<file path="config.mk">
export PLATFORM = sky130hd
export DESIGN_NAME = scalar_unop_unit
export DESIGN_NICKNAME = d
export VERILOG_FILES = /design/src/rtl/sunop_pkg.sv /design/src/rtl/scalar_unop_decode.sv /design/src/rtl/scalar_unop_alu.sv /design/src/rtl/scalar_unop_regfile.sv /design/src/rtl/scalar_unop_unit.sv
export SDC_FILE = /design/constraint.sdc
export NUM_CORES = 1
export LEC_CHECK = 0
export ABC_AREA = 0
export BUFFER_PORTS_ARGS = -buffer_cell sky130_fd_sc_hd__buf_2
export CAP_MARGIN = 20
export CORE_ASPECT_RATIO = 1.25
export CORE_MARGIN = 8
export CORE_UTILIZATION = 35
export DETAILED_ROUTE_END_ITERATION = 12
export GPL_ROUTABILITY_DRIVEN = 1
export GPL_TIMING_DRIVEN = 1
export PLACE_DENSITY = 0.46
export SYNTH_ARGS = -nofsm -noshare
export SYNTH_HDL_FRONTEND = slang
export SYNTH_SLANG_ARGS = --single-unit
export TNS_END_PERCENT = 1
</file>
<file path="constraint.sdc">
create_clock -name clk -period 16.1 [get_ports clk]
set_input_delay 0.805 -clock clk [delete_from_list [all_inputs] [get_ports clk]]
set_output_delay 0.805 -clock clk [all_outputs]
set_load 0.02 [all_outputs]
</file>
<file path="src/rtl/sunop_pkg.sv">
package sunop_pkg;
  typedef enum logic [2:0] {
    OP_MOV  = 3'd0,
    OP_CMOV = 3'd1,
    OP_NOT  = 3'd2,
    OP_QMSK = 3'd3,
    OP_REV  = 3'd4
  } sop_e;

  localparam logic [8:0] ENC_TAG     = 9'b101111101;
  localparam int         OPS_PER_GEN = 10;
  localparam logic [7:0] OLD_BASE    = 8'd3;
  localparam logic [7:0] NEW_BASE    = 8'd0;
  localparam int         GROUP_W     = 4;
endpackage

</file>
<file path="src/rtl/scalar_unop_decode.sv">
module scalar_unop_decode
  import sunop_pkg::*;
(
  input  logic       gen_new,
  input  logic [7:0] opcode,
  output logic       op_ok,
  output sop_e       op,
  output logic       wide
);
  logic [7:0] base;
  logic [7:0] rel;

  always_comb begin
    base  = gen_new ? NEW_BASE : OLD_BASE;
    rel   = opcode - base;
    op_ok = (opcode >= base) && (rel < 8'(OPS_PER_GEN));
    op    = sop_e'(rel[3:1]);
    wide  = rel[0];
  end
endmodule

</file>
<file path="src/rtl/scalar_unop_alu.sv">
module scalar_unop_alu
  import sunop_pkg::*;
#(
  parameter int W = 32
) (
  input  sop_e             op,
  input  logic             wide,
  input  logic [2*W-1:0]   src,
  input  logic             scc_in,
  output logic [2*W-1:0]   res,
  output logic             do_wr,
  output logic             scc_we,
  output logic             scc_nv
);
  localparam int DW = 2 * W;
  localparam int NG = DW / GROUP_W;

  logic [DW-1:0] mask;
  logic [DW-1:0] opnd;
  logic [DW-1:0] qm;
  logic [DW-1:0] rev64;
  logic [W-1:0]  rev32;

  always_comb begin
    mask = wide ? {DW{1'b1}} : {{W{1'b0}}, {W{1'b1}}};
    opnd = src & mask;
    qm   = '0;
    for (int g = 0; g < NG; g++)
      qm[g*GROUP_W +: GROUP_W] = {GROUP_W{|opnd[g*GROUP_W +: GROUP_W]}};
    for (int i = 0; i < DW; i++) rev64[i] = opnd[DW-1-i];
    for (int i = 0; i < W; i++)  rev32[i] = opnd[W-1-i];
  end

  always_comb begin
    res    = opnd;
    do_wr  = 1'b1;
    scc_we = 1'b0;
    case (op)
      OP_MOV:  res = opnd;
      OP_CMOV: do_wr = scc_in;
      OP_NOT: begin
        res    = ~opnd & mask;
        scc_we = 1'b1;
      end
      OP_QMSK: begin
        res    = qm;
        scc_we = 1'b1;
      end
      OP_REV:  res = wide ? rev64 : {{W{1'b0}}, rev32};
      default: do_wr = 1'b0;
    endcase
    scc_nv = |res;
  end
endmodule

</file>
<file path="src/rtl/scalar_unop_regfile.sv">
module scalar_unop_regfile #(
  parameter int W      = 32,
  parameter int NREG   = 16,
  parameter int IDX_W  = $clog2(NREG)
) (
  input  logic             clk,
  input  logic             rst,
  input  logic [IDX_W-1:0] rd_idx,
  input  logic             rd_wide,
  output logic [2*W-1:0]   rd_data,
  input  logic             w_en,
  input  logic [IDX_W-1:0] w_idx,
  input  logic             w_wide,
  input  logic [2*W-1:0]   w_data,
  input  logic             ld_en,
  input  logic [IDX_W-1:0] ld_idx,
  input  logic [W-1:0]     ld_data,
  input  logic [IDX_W-1:0] pk_idx,
  output logic [W-1:0]     pk_data
);
  localparam int ROWS  = NREG / 2;
  localparam int ROW_W = IDX_W - 1;

  logic [W-1:0] rd_bank [2];
  logic [W-1:0] pk_bank [2];
  logic         pk_sel_q;

  for (genvar b = 0; b < 2; b++) begin : g_bank
    logic [W-1:0] mem [ROWS];
    logic         inst_we;
    logic         load_we;
    logic [W-1:0] inst_d;
    logic [W-1:0] pk_q;

    assign inst_we = w_en && (w_wide || (w_idx[0] == 1'(b)));
    assign load_we = ld_en && (ld_idx[0] == 1'(b));
    assign inst_d  = (w_wide && b == 1) ? w_data[2*W-1:W] : w_data[W-1:0];

    always_ff @(posedge clk) begin
      if (inst_we)      mem[w_idx[IDX_W-1:1]]  <= inst_d;
      else if (load_we) mem[ld_idx[IDX_W-1:1]] <= ld_data;
      pk_q <= mem[pk_idx[IDX_W-1:1]];
    end

    assign rd_bank[b] = mem[rd_idx[IDX_W-1:1]];
    assign pk_bank[b] = pk_q;
  end

  always_ff @(posedge clk) pk_sel_q <= pk_idx[0];

  assign pk_data = pk_bank[pk_sel_q];
  assign rd_data = rd_wide ? {rd_bank[1], rd_bank[0]}
                           : {{W{1'b0}}, rd_bank[rd_idx[0]]};

  AST_PAIR_WRITE_EVEN: assert property (@(posedge clk) disable iff (rst)
    (w_en && w_wide) |-> !w_idx[0]);

  logic [ROW_W-1:0] unused_row;
  assign unused_row = '0;
endmodule

</file>
<file path="src/rtl/scalar_unop_unit.sv">
module scalar_unop_unit
  import sunop_pkg::*;
#(
  parameter int WORD_W    = 32,
  parameter int REG_COUNT = 16,
  localparam int IDX_W    = $clog2(REG_COUNT)
) (
  input  logic              clk,
  input  logic              rst,
  input  logic              gen_new,
  input  logic              in_valid,
  output logic              in_ready,
  input  logic [31:0]       in_word,
  output logic              done_valid,
  output logic              done_illegal,
  output logic              scc,
  input  logic              ld_en,
  input  logic [IDX_W-1:0]  ld_idx,
  input  logic [WORD_W-1:0] ld_data,
  input  logic [IDX_W-1:0]  peek_idx,
  output logic [WORD_W-1:0] peek_data
);
  logic [7:0] f_src;
  logic [6:0] f_dst;
  logic [7:0] f_opc;
  logic [8:0] f_tag;

  logic         rdy_q;
  logic         scc_q;
  logic         fire;
  logic         tag_ok;
  logic         idx_ok;
  logic         align_ok;
  logic         exec_ok;
  logic         dec_ok;
  sop_e         dec_op;
  logic         dec_wide;
  logic [2*WORD_W-1:0] src_val;
  logic [2*WORD_W-1:0] alu_res;
  logic         alu_wr;
  logic         alu_scc_we;
  logic         alu_scc_nv;

  assign f_src = in_word[7:0];
  assign f_opc = in_word[15:8];
  assign f_dst = in_word[22:16];
  assign f_tag = in_word[31:23];

  assign fire     = in_valid && rdy_q;
  assign tag_ok   = (f_tag == ENC_TAG);
  assign idx_ok   = (f_src[7:IDX_W] == '0) && (f_dst[6:IDX_W] == '0);
  assign align_ok = !dec_wide || (!f_src[0] && !f_dst[0]);
  assign exec_ok  = tag_ok && dec_ok && idx_ok && align_ok;

  scalar_unop_decode u_dec (
    .gen_new (gen_new),
    .opcode  (f_opc),
    .op_ok   (dec_ok),
    .op      (dec_op),
    .wide    (dec_wide)
  );

  scalar_unop_regfile #(.W(WORD_W), .NREG(REG_COUNT)) u_rf (
    .clk     (clk),
    .rst     (rst),
    .rd_idx  (f_src[IDX_W-1:0]),
    .rd_wide (dec_wide),
    .rd_data (src_val),
    .w_en    (fire && exec_ok && alu_wr),
    .w_idx   (f_dst[IDX_W-1:0]),
    .w_wide  (dec_wide),
    .w_data  (alu_res),
    .ld_en   (ld_en),
    .ld_idx  (ld_idx),
    .ld_data (ld_data),
    .pk_idx  (peek_idx),
    .pk_data (peek_data)
  );

  scalar_unop_alu #(.W(WORD_W)) u_alu (
    .op     (dec_op),
    .wide   (dec_wide),
    .src    (src_val),
    .scc_in (scc_q),
    .res    (alu_res),
    .do_wr  (alu_wr),
    .scc_we (alu_scc_we),
    .scc_nv (alu_scc_nv)
  );

  always_ff @(posedge clk) begin
    if (rst) begin
      rdy_q        <= 1'b0;
      scc_q        <= 1'b0;
      done_valid   <= 1'b0;
      done_illegal <= 1'b0;
    end else begin
      rdy_q        <= 1'b1;
      done_valid   <= fire;
      done_illegal <= fire && !exec_ok;
      if (fire && exec_ok && alu_scc_we) scc_q <= alu_scc_nv;
    end
  end

  assign in_ready = rdy_q;
  assign scc      = scc_q;

  AST_DONE_AFTER_ACCEPT: assert property (@(posedge clk) disable iff (rst)
    (in_valid && in_ready) |=> done_valid);
  AST_ILLEGAL_KEEPS_FLAG: assert property (@(posedge clk) disable iff (rst)
    done_illegal |-> (scc_q == $past(scc_q)));
  AST_MOV_KEEPS_FLAG: assert property (@(posedge clk) disable iff (rst)
    (fire && exec_ok && dec_op == OP_MOV) |=> $stable(scc_q));
  AST_CMOV_KEEPS_FLAG: assert property (@(posedge clk) disable iff (rst)
    (fire && exec_ok && dec_op == OP_CMOV) |=> $stable(scc_q));
  AST_REV_KEEPS_FLAG: assert property (@(posedge clk) disable iff (rst)
    (fire && exec_ok && dec_op == OP_REV) |=> $stable(scc_q));
  AST_DONE_ONE_CYCLE: assert property (@(posedge clk) disable iff (rst)
    done_valid |=> !done_valid || $past(in_valid));
endmodule

</file>
==> flow_summary.yaml, run 1 <==
cts:
  tritoncts: "built"
  post_cts.repair.setup_buffers: 0
  cts.repair.resized: 0
  root_buffer: "clkbuf_16"
  clk_pin_slew_ps: 70
  clk_latency_ps: 650
  cts_buffer_depth: 3
  cts_made_buffers: 59
  cts-htree-levels: 2
  clock-sinks: 581
  ctsHoldBuffers: 0
routing:
  dr.pass1.iters: 6
  vias: 18700
  vias_per_cell: 6.05
  dr.first_iter.drc_count: 1919
  drc: 0
  routed_wl_mm: 98.8
  post_drt_wl_per_cell_microns: 32.1
  ant_nets: 0
yosys:
  yosys-top-cells-area: "edfxtp_1, mux4_2, mux2_2"
  ys.flop_type: "edfxtp_1"
  synth.avg_cell_area_sq_um: 15.8
  async_flop_share_pct: 0
  syn-num-nets: 1939
  synth_edf_count: 512
  yosys.area.top_type: "edfxtp_1"
  synth_area_sq_mm: 0.0293
  yosys.cell_types.count: 79
  ys_ff_latch: 581
  yosys.area.top_type_share_pct: 52.5
  yosys_warnings: 0
  yosysSeqAreaShare_pct: 57.2
  synth_cells: 1859
setup_path:
  rrSetupSlack_ps: 11900
  worstPathRequired_ps: 16420
  r2r_end: "scc"
  worstSetupPathType: "in2reg"
  r2r_start: "u_rf.g_bank[1].mem[7][22]"
  reg2reg_depth: 8
  crit_arrival_ps: 6080
  crit_fanout: 70
  end_kind: "flop"
  worstSetupStartpointType: "input port"
sta:
  holdWs_ps: 261
  fmax_ghz: 0.174
  slew_headroom_pct: 24.9
  period_needed_ps: 5760
  worst_pin_slew_ps: 1130
  setup_tns_ps: 0
  setup_violations: 0
  rsz0062_at_grt: "no"
  skew_ps: 16.4
  finalCritPeriodShare_pct: 35.8
  finalMaxSlewViolations: 0
  hold_violations: 0
floorplan:
  pin_count: 113
  die_area_sq_mm: 0.0933
  die-width_microns: 275
  start_util_pct: 35.4
  core_area_sq_mm: 0.0828
  row_count: 118
  die_y_microns: 339
cells_and_area:
  final_common_cell: "edfxtp_1"
  fill_cells: 7566
  layout_common_cells: "edfxtp_1, mux4_2, nor2_1"
  syn2layout_area_growth_pct: 13.3
  num-nets-final: 2029
  layout-drive-gt1-share_pct: 33.9
  postLayoutCoreUtil_pct: 40.1
global_route:
  grt_start_max_net_pins: 80
  antenna_found_initial: 3
  grt_pass1_wl_mm: 141
  gr-total-overflow: 0
  grt_usage_pct: 20.9
  grt_pass1_vias: 19100
placement:
  hpwl_mm: 65.3
  numPortBuffers: 112
  globalplace.congestion: 0.956
hold_path:
  hold_start: "peek_idx[0]"
  hp-class: "in2reg"
  worstHoldPathCells: 1
  whs_endpoint: "u_rf.pk_sel_q"
power_and_ir_drop:
  p_leak_uw: 0.0110
  powerDensity_mw_per_mm2: 116
  max-vdd-ir-drop_v: 0.0000713
run:
  drv_cap: 0
status:
  outcome: "completed"
[cell usage after synthesis (all sizes together), types with 4 or more instances]
master   count
or3         12
inv         13
or2          4
and2         7
buf         51
edfxtp     512
o21ai       27
nor2b       10
a21o         6
nand4       21
a2111oi      6
nor3        17
a31oi       24
nor4        12
o21a        13
nand4b       4
o211ai      15
nor2       166
a21oi       72
or4          8
nand2b      12
a221oi       9
mux4       256
o221ai       7
a211oi      18
o211a        4
dfxtp       69
nand3       24
o2111ai      4
mux2i       77
and3         6
mux2       139
a311oi       6
nand2       94
o41ai        4
clkbuf      80
[how the worst max path moves through the flow]
stage | from | endpoint | slack, ps
2_1_floorplan | gen_new | u_rf.g_bank[0].mem[4][0] | 10360
5_1_grt | gen_new | u_rf.g_bank[1].mem[7][23] | 10060
3_3_place_gp | gen_new | u_rf.g_bank[1].mem[7][13] | 9900
4_1_cts | gen_new | u_rf.g_bank[1].mem[7][29] | 10360
6_report | gen_new | u_rf.g_bank[1].mem[7][23] | 10340
3_5_place_dp | gen_new | u_rf.g_bank[1].mem[7][20] | 9730
[per-stage QoR]
stage                     std cells  setup slack, ps  power (uW)  cell area, sq um
after floorplan                1859            10360        2180             29300
after global placement         2967             9900        2430             31100
after detailed placement       2967             9730        2430             31100
after CTS                      3078            10360        3880             33200
after global routing           3079            10060        3970             33200
final                          3081            10340        3840             33200
[cell families (layout without fill, tap and decap cells)]
family / count (synthesis) / after routing / share of synthesized area (%)
AO/OA/AOI/OAI: 248 / 248 / 5.84
XOR/XNOR: 1 / 1 / 0.0299
adder cells (fa/ha/maj): 3 / 3 / 0.154
buffers and inverters: 144 / 284 / 2.27
flip-flops: 581 / 581 / 57.2
multiplexers: 472 / 472 / 27.9
other: 0 / 2 / 0
AND/OR/NAND/NOR: 410 / 410 / 6.59
[flip-flops by register name, summed over array words and instances, names as in the netlist]
signal / flops
done_illegal: 1
done_valid: 1
in_ready: 1
scc: 1
u_rf.g_bank.mem: 512
u_rf.g_bank.pk_q: 64
u_rf.pk_sel_q: 1
[report_power, final]
group | switching (uW) | total [uW] | internal, uW
clock network | 600 | 1440 | 839
logic | 420 | 632 | 212
registers | 19.1 | 1770 | 1750
total | 1040 | 3840 | 2800
[cell type report]
class / instances / area, sq um / share of cell area (%)
inverter: 13 / 48.8 / 0.147
sequential: 581 / 16800 / 50.5
clock buffer: 73 / 1570 / 4.73
tap: 1080 / 1350 / 4.07
antenna: 2 / 5.00 / 0.0151
clock inverter: 38 / 453 / 1.37
timing repair buffer: 160 / 962 / 2.90
multi-input combinational: 1134 / 12000 / 36.3
[per-layer routing]
layer | part of all wire (%) | global-route usage [%] | wire (microns)
met5 | 0 | 0 | 0
met4 | 3.8 | 7.27 | 3720
met3 | 6.6 | 3.26 | 6480
met1 | 42 | 28.0 | 41100
met2 | 48 | 34.2 | 47500
[critical path, stage by stage]
cell and delay, ps:
buf_2 90, inv_1 70, ha_2 200, fa_1 780, nor2b_1 440, o2111ai_1 170
a211o_1 300, a2111oi_0 560, buf_4 240, o211ai_1 220, nand3_4 690, a31oi_1 330
nor2_4 700, buf_4 430
Note: power is estimated with default switching activity, not from simulation.
==> run 2: changes to the inputs <==
==> constraint.sdc (replaced) <==
create_clock -name clk -period 5.4 [get_ports clk]
set_input_delay 0.27 -clock clk [delete_from_list [all_inputs] [get_ports clk]]
set_output_delay 0.27 -clock clk [all_outputs]
set_load 0.02 [all_outputs]
==> flow_summary.yaml, run 2 (synthesis gave the netlist of run 1 again) <==
status:
  outcome: "completed"
routing:
  dr.first_iter.drc_count: 2143
  post_drt_wl_per_cell_microns: 32.4
  dr.pass1.iters: 6
  vias: 19000
  drc: 0
  routed_wl_mm: 102
  vias_per_cell: 6.04
  ant_nets: 0
setup_path:
  end_kind: "flop"
  crit_arrival_ps: 4720
  cpPeakStageDelay_ps: 800
  path_common_cell: "buf_2"
  worstSetupStartpointType: "input port"
  worstSetupPathType: "in2reg"
  crit_slowest_cell: "fa_1"
  path_cells: "buf_2 > inv_1 > ha_2 > fa_1 > nor2b_1 > o2111ai_1 > a211o_1 > a2111oi_1 > buf_2 > buf_4 > nand3_1 > nand2_2 > buf_12 > nor2_1 > a21oi_1"
  worstPathRequired_ps: 5740
  crit_fanout: 48
cells_and_area:
  postLayoutCoreUtil_pct: 41.0
  largest_reg_flops: 512
  layout-drive-gt1-share_pct: 36.2
  finalNonFillerCells: 3151
  syn2layout_area_growth_pct: 15.9
  final_common_cell: "edfxtp_1"
  layout_common_cells: "edfxtp_1, mux4_2, nor2_1"
  num-nets-final: 2102
  diodes: 0
hold_path:
  hp-class: "in2reg"
sta:
  worst_pin_slew_ps: 1290
  finalCritPeriodShare_pct: 81.2
  rsz0062_at_grt: "no"
  period_needed_ps: 4380
  finalMaxSlewViolations: 0
  fmax_ghz: 0.228
  hold_violations: 0
  skew_ps: 18.6
  slew_headroom_pct: 13.8
  setup_violations: 0
power_and_ir_drop:
  max-vdd-ir-drop_v: 0.000237
  powerDensity_mw_per_mm2: 339
  p_leak_uw: 0.0114
  power_frac_comb_pct: 17.3
  switchingPower_uw: 3080
  clockPowerShare_pct: 37.0
  power.share.switching_pct: 26.8
  pwr-share-seq_pct: 45.7
  p_int_uw: 8430
global_route:
  antenna_found_initial: 4
  grt_usage_pct: 21.6
  grt_pass1_vias: 19600
  grt_pass1_wl_mm: 146
  grt_start_max_net_pins: 70
  gr-total-overflow: 0
cts:
  post_cts.repair.setup_buffers: 0
  cts-htree-levels: 2
  clk_latency_ps: 630
  clock-sinks: 581
  cts_buffer_depth: 3
  tritoncts: "built"
  root_buffer: "clkbuf_16"
  cts_made_buffers: 59
  clk_pin_slew_ps: 60
floorplan:
  pin_count: 113
  die-width_microns: 275
  row_count: 118
  start_util_pct: 35.4
  die_area_sq_mm: 0.0933
  core_area_sq_mm: 0.0828
  die_y_microns: 339
run:
  drv_cap: 0
placement:
  dp_cells: 3036
  hpwl_mm: 68.3
  numPortBuffers: 112
  globalplace.congestion: 0.920
==> run 2: changes by cell type in the layout (fill, tap and decap cells not counted), moves of 3 or more <==
cell	before	now
buf_12	0	19
buf_4	49	98
bufinv_16	9	6
clkbuf_8	5	12
clkinv_1	10	4
clkinvlp_4	5	2
dlygate4sd3_1	0	3
==> run 2: repair_timing <==
action,4_1_cts,5_1_grt
hold buffers,3,0
resized for setup,0,0
endpoints found under the hold margin,5,0
==> run 2: routing by layer <==
| metal | vias to the layer above | track usage (%) | share of wire [%] |
|---|---|---|---|
| met1 | 9975 | 29.0 | 42 |
| li1 | 7971 | - | - |
| met3 | 208 | 3.19 | 6.6 |
| met4 | 0 | 6.90 | 3.4 |
| met5 | - | 0 | 0 |
| met2 | 887 | 35.8 | 48 |
==> run 2: critical path, delay by kind of cell <==
family                   cells  cell delay, ps
AO/OA/AOI/OAI                4            1520
AND/OR/NAND/NOR              4            1040
buffers and inverters        5             870
adder cells (fa/ha/maj)      2             990
==> run 2: power groups by stage <==
stage	clock network, uW	logic (uW)	registers [uW]
2_1_floorplan	0	1170	5340
3_3_place_gp	0	1970	5360
3_5_place_dp	0	1980	5360
4_1_cts	4340	1990	5270
5_1_grt	4490	2110	5280
6_report	4250	1990	5270
==> run 2: worst paths after layout <==
path / depth (start not counted) / end / slack, ps / from
worst max-delay path: 15 / u_rf.g_bank[0].mem[2][28] / 1020 / gen_new
worst min-delay path: 3 / u_rf.g_bank[1].mem[3][13] / 170 / ld_data[13]
worst max register to register: 9 / scc / 1320 / u_rf.g_bank[1].mem[3][2]
worst min register to register: 2 / done_valid / 520 / in_ready
==> run 2: per-stage QoR <==
stage	hold WS [ps]	worst slack [ps]	instance area, sq um	TNS [ps]	total power, uW
floorplan	298	197	29300	0	6500
global placement	377	-641	31900	-312960	7330
detailed placement	379	262	31900	0	7340
CTS	123	906	33900	0	11600
global route	153	806	33900	0	11900
finish	168	1020	33900	0	11500
==> run 2: area by class of cell <==
class	instances	area, sq um
fill	7496	48900
sequential	581	16800
clock buffer	84	1720
multi-input combinational	1134	12000
tap	1080	1350
timing repair buffer	233	1750
inverter	13	48.8
clock inverter	26	288
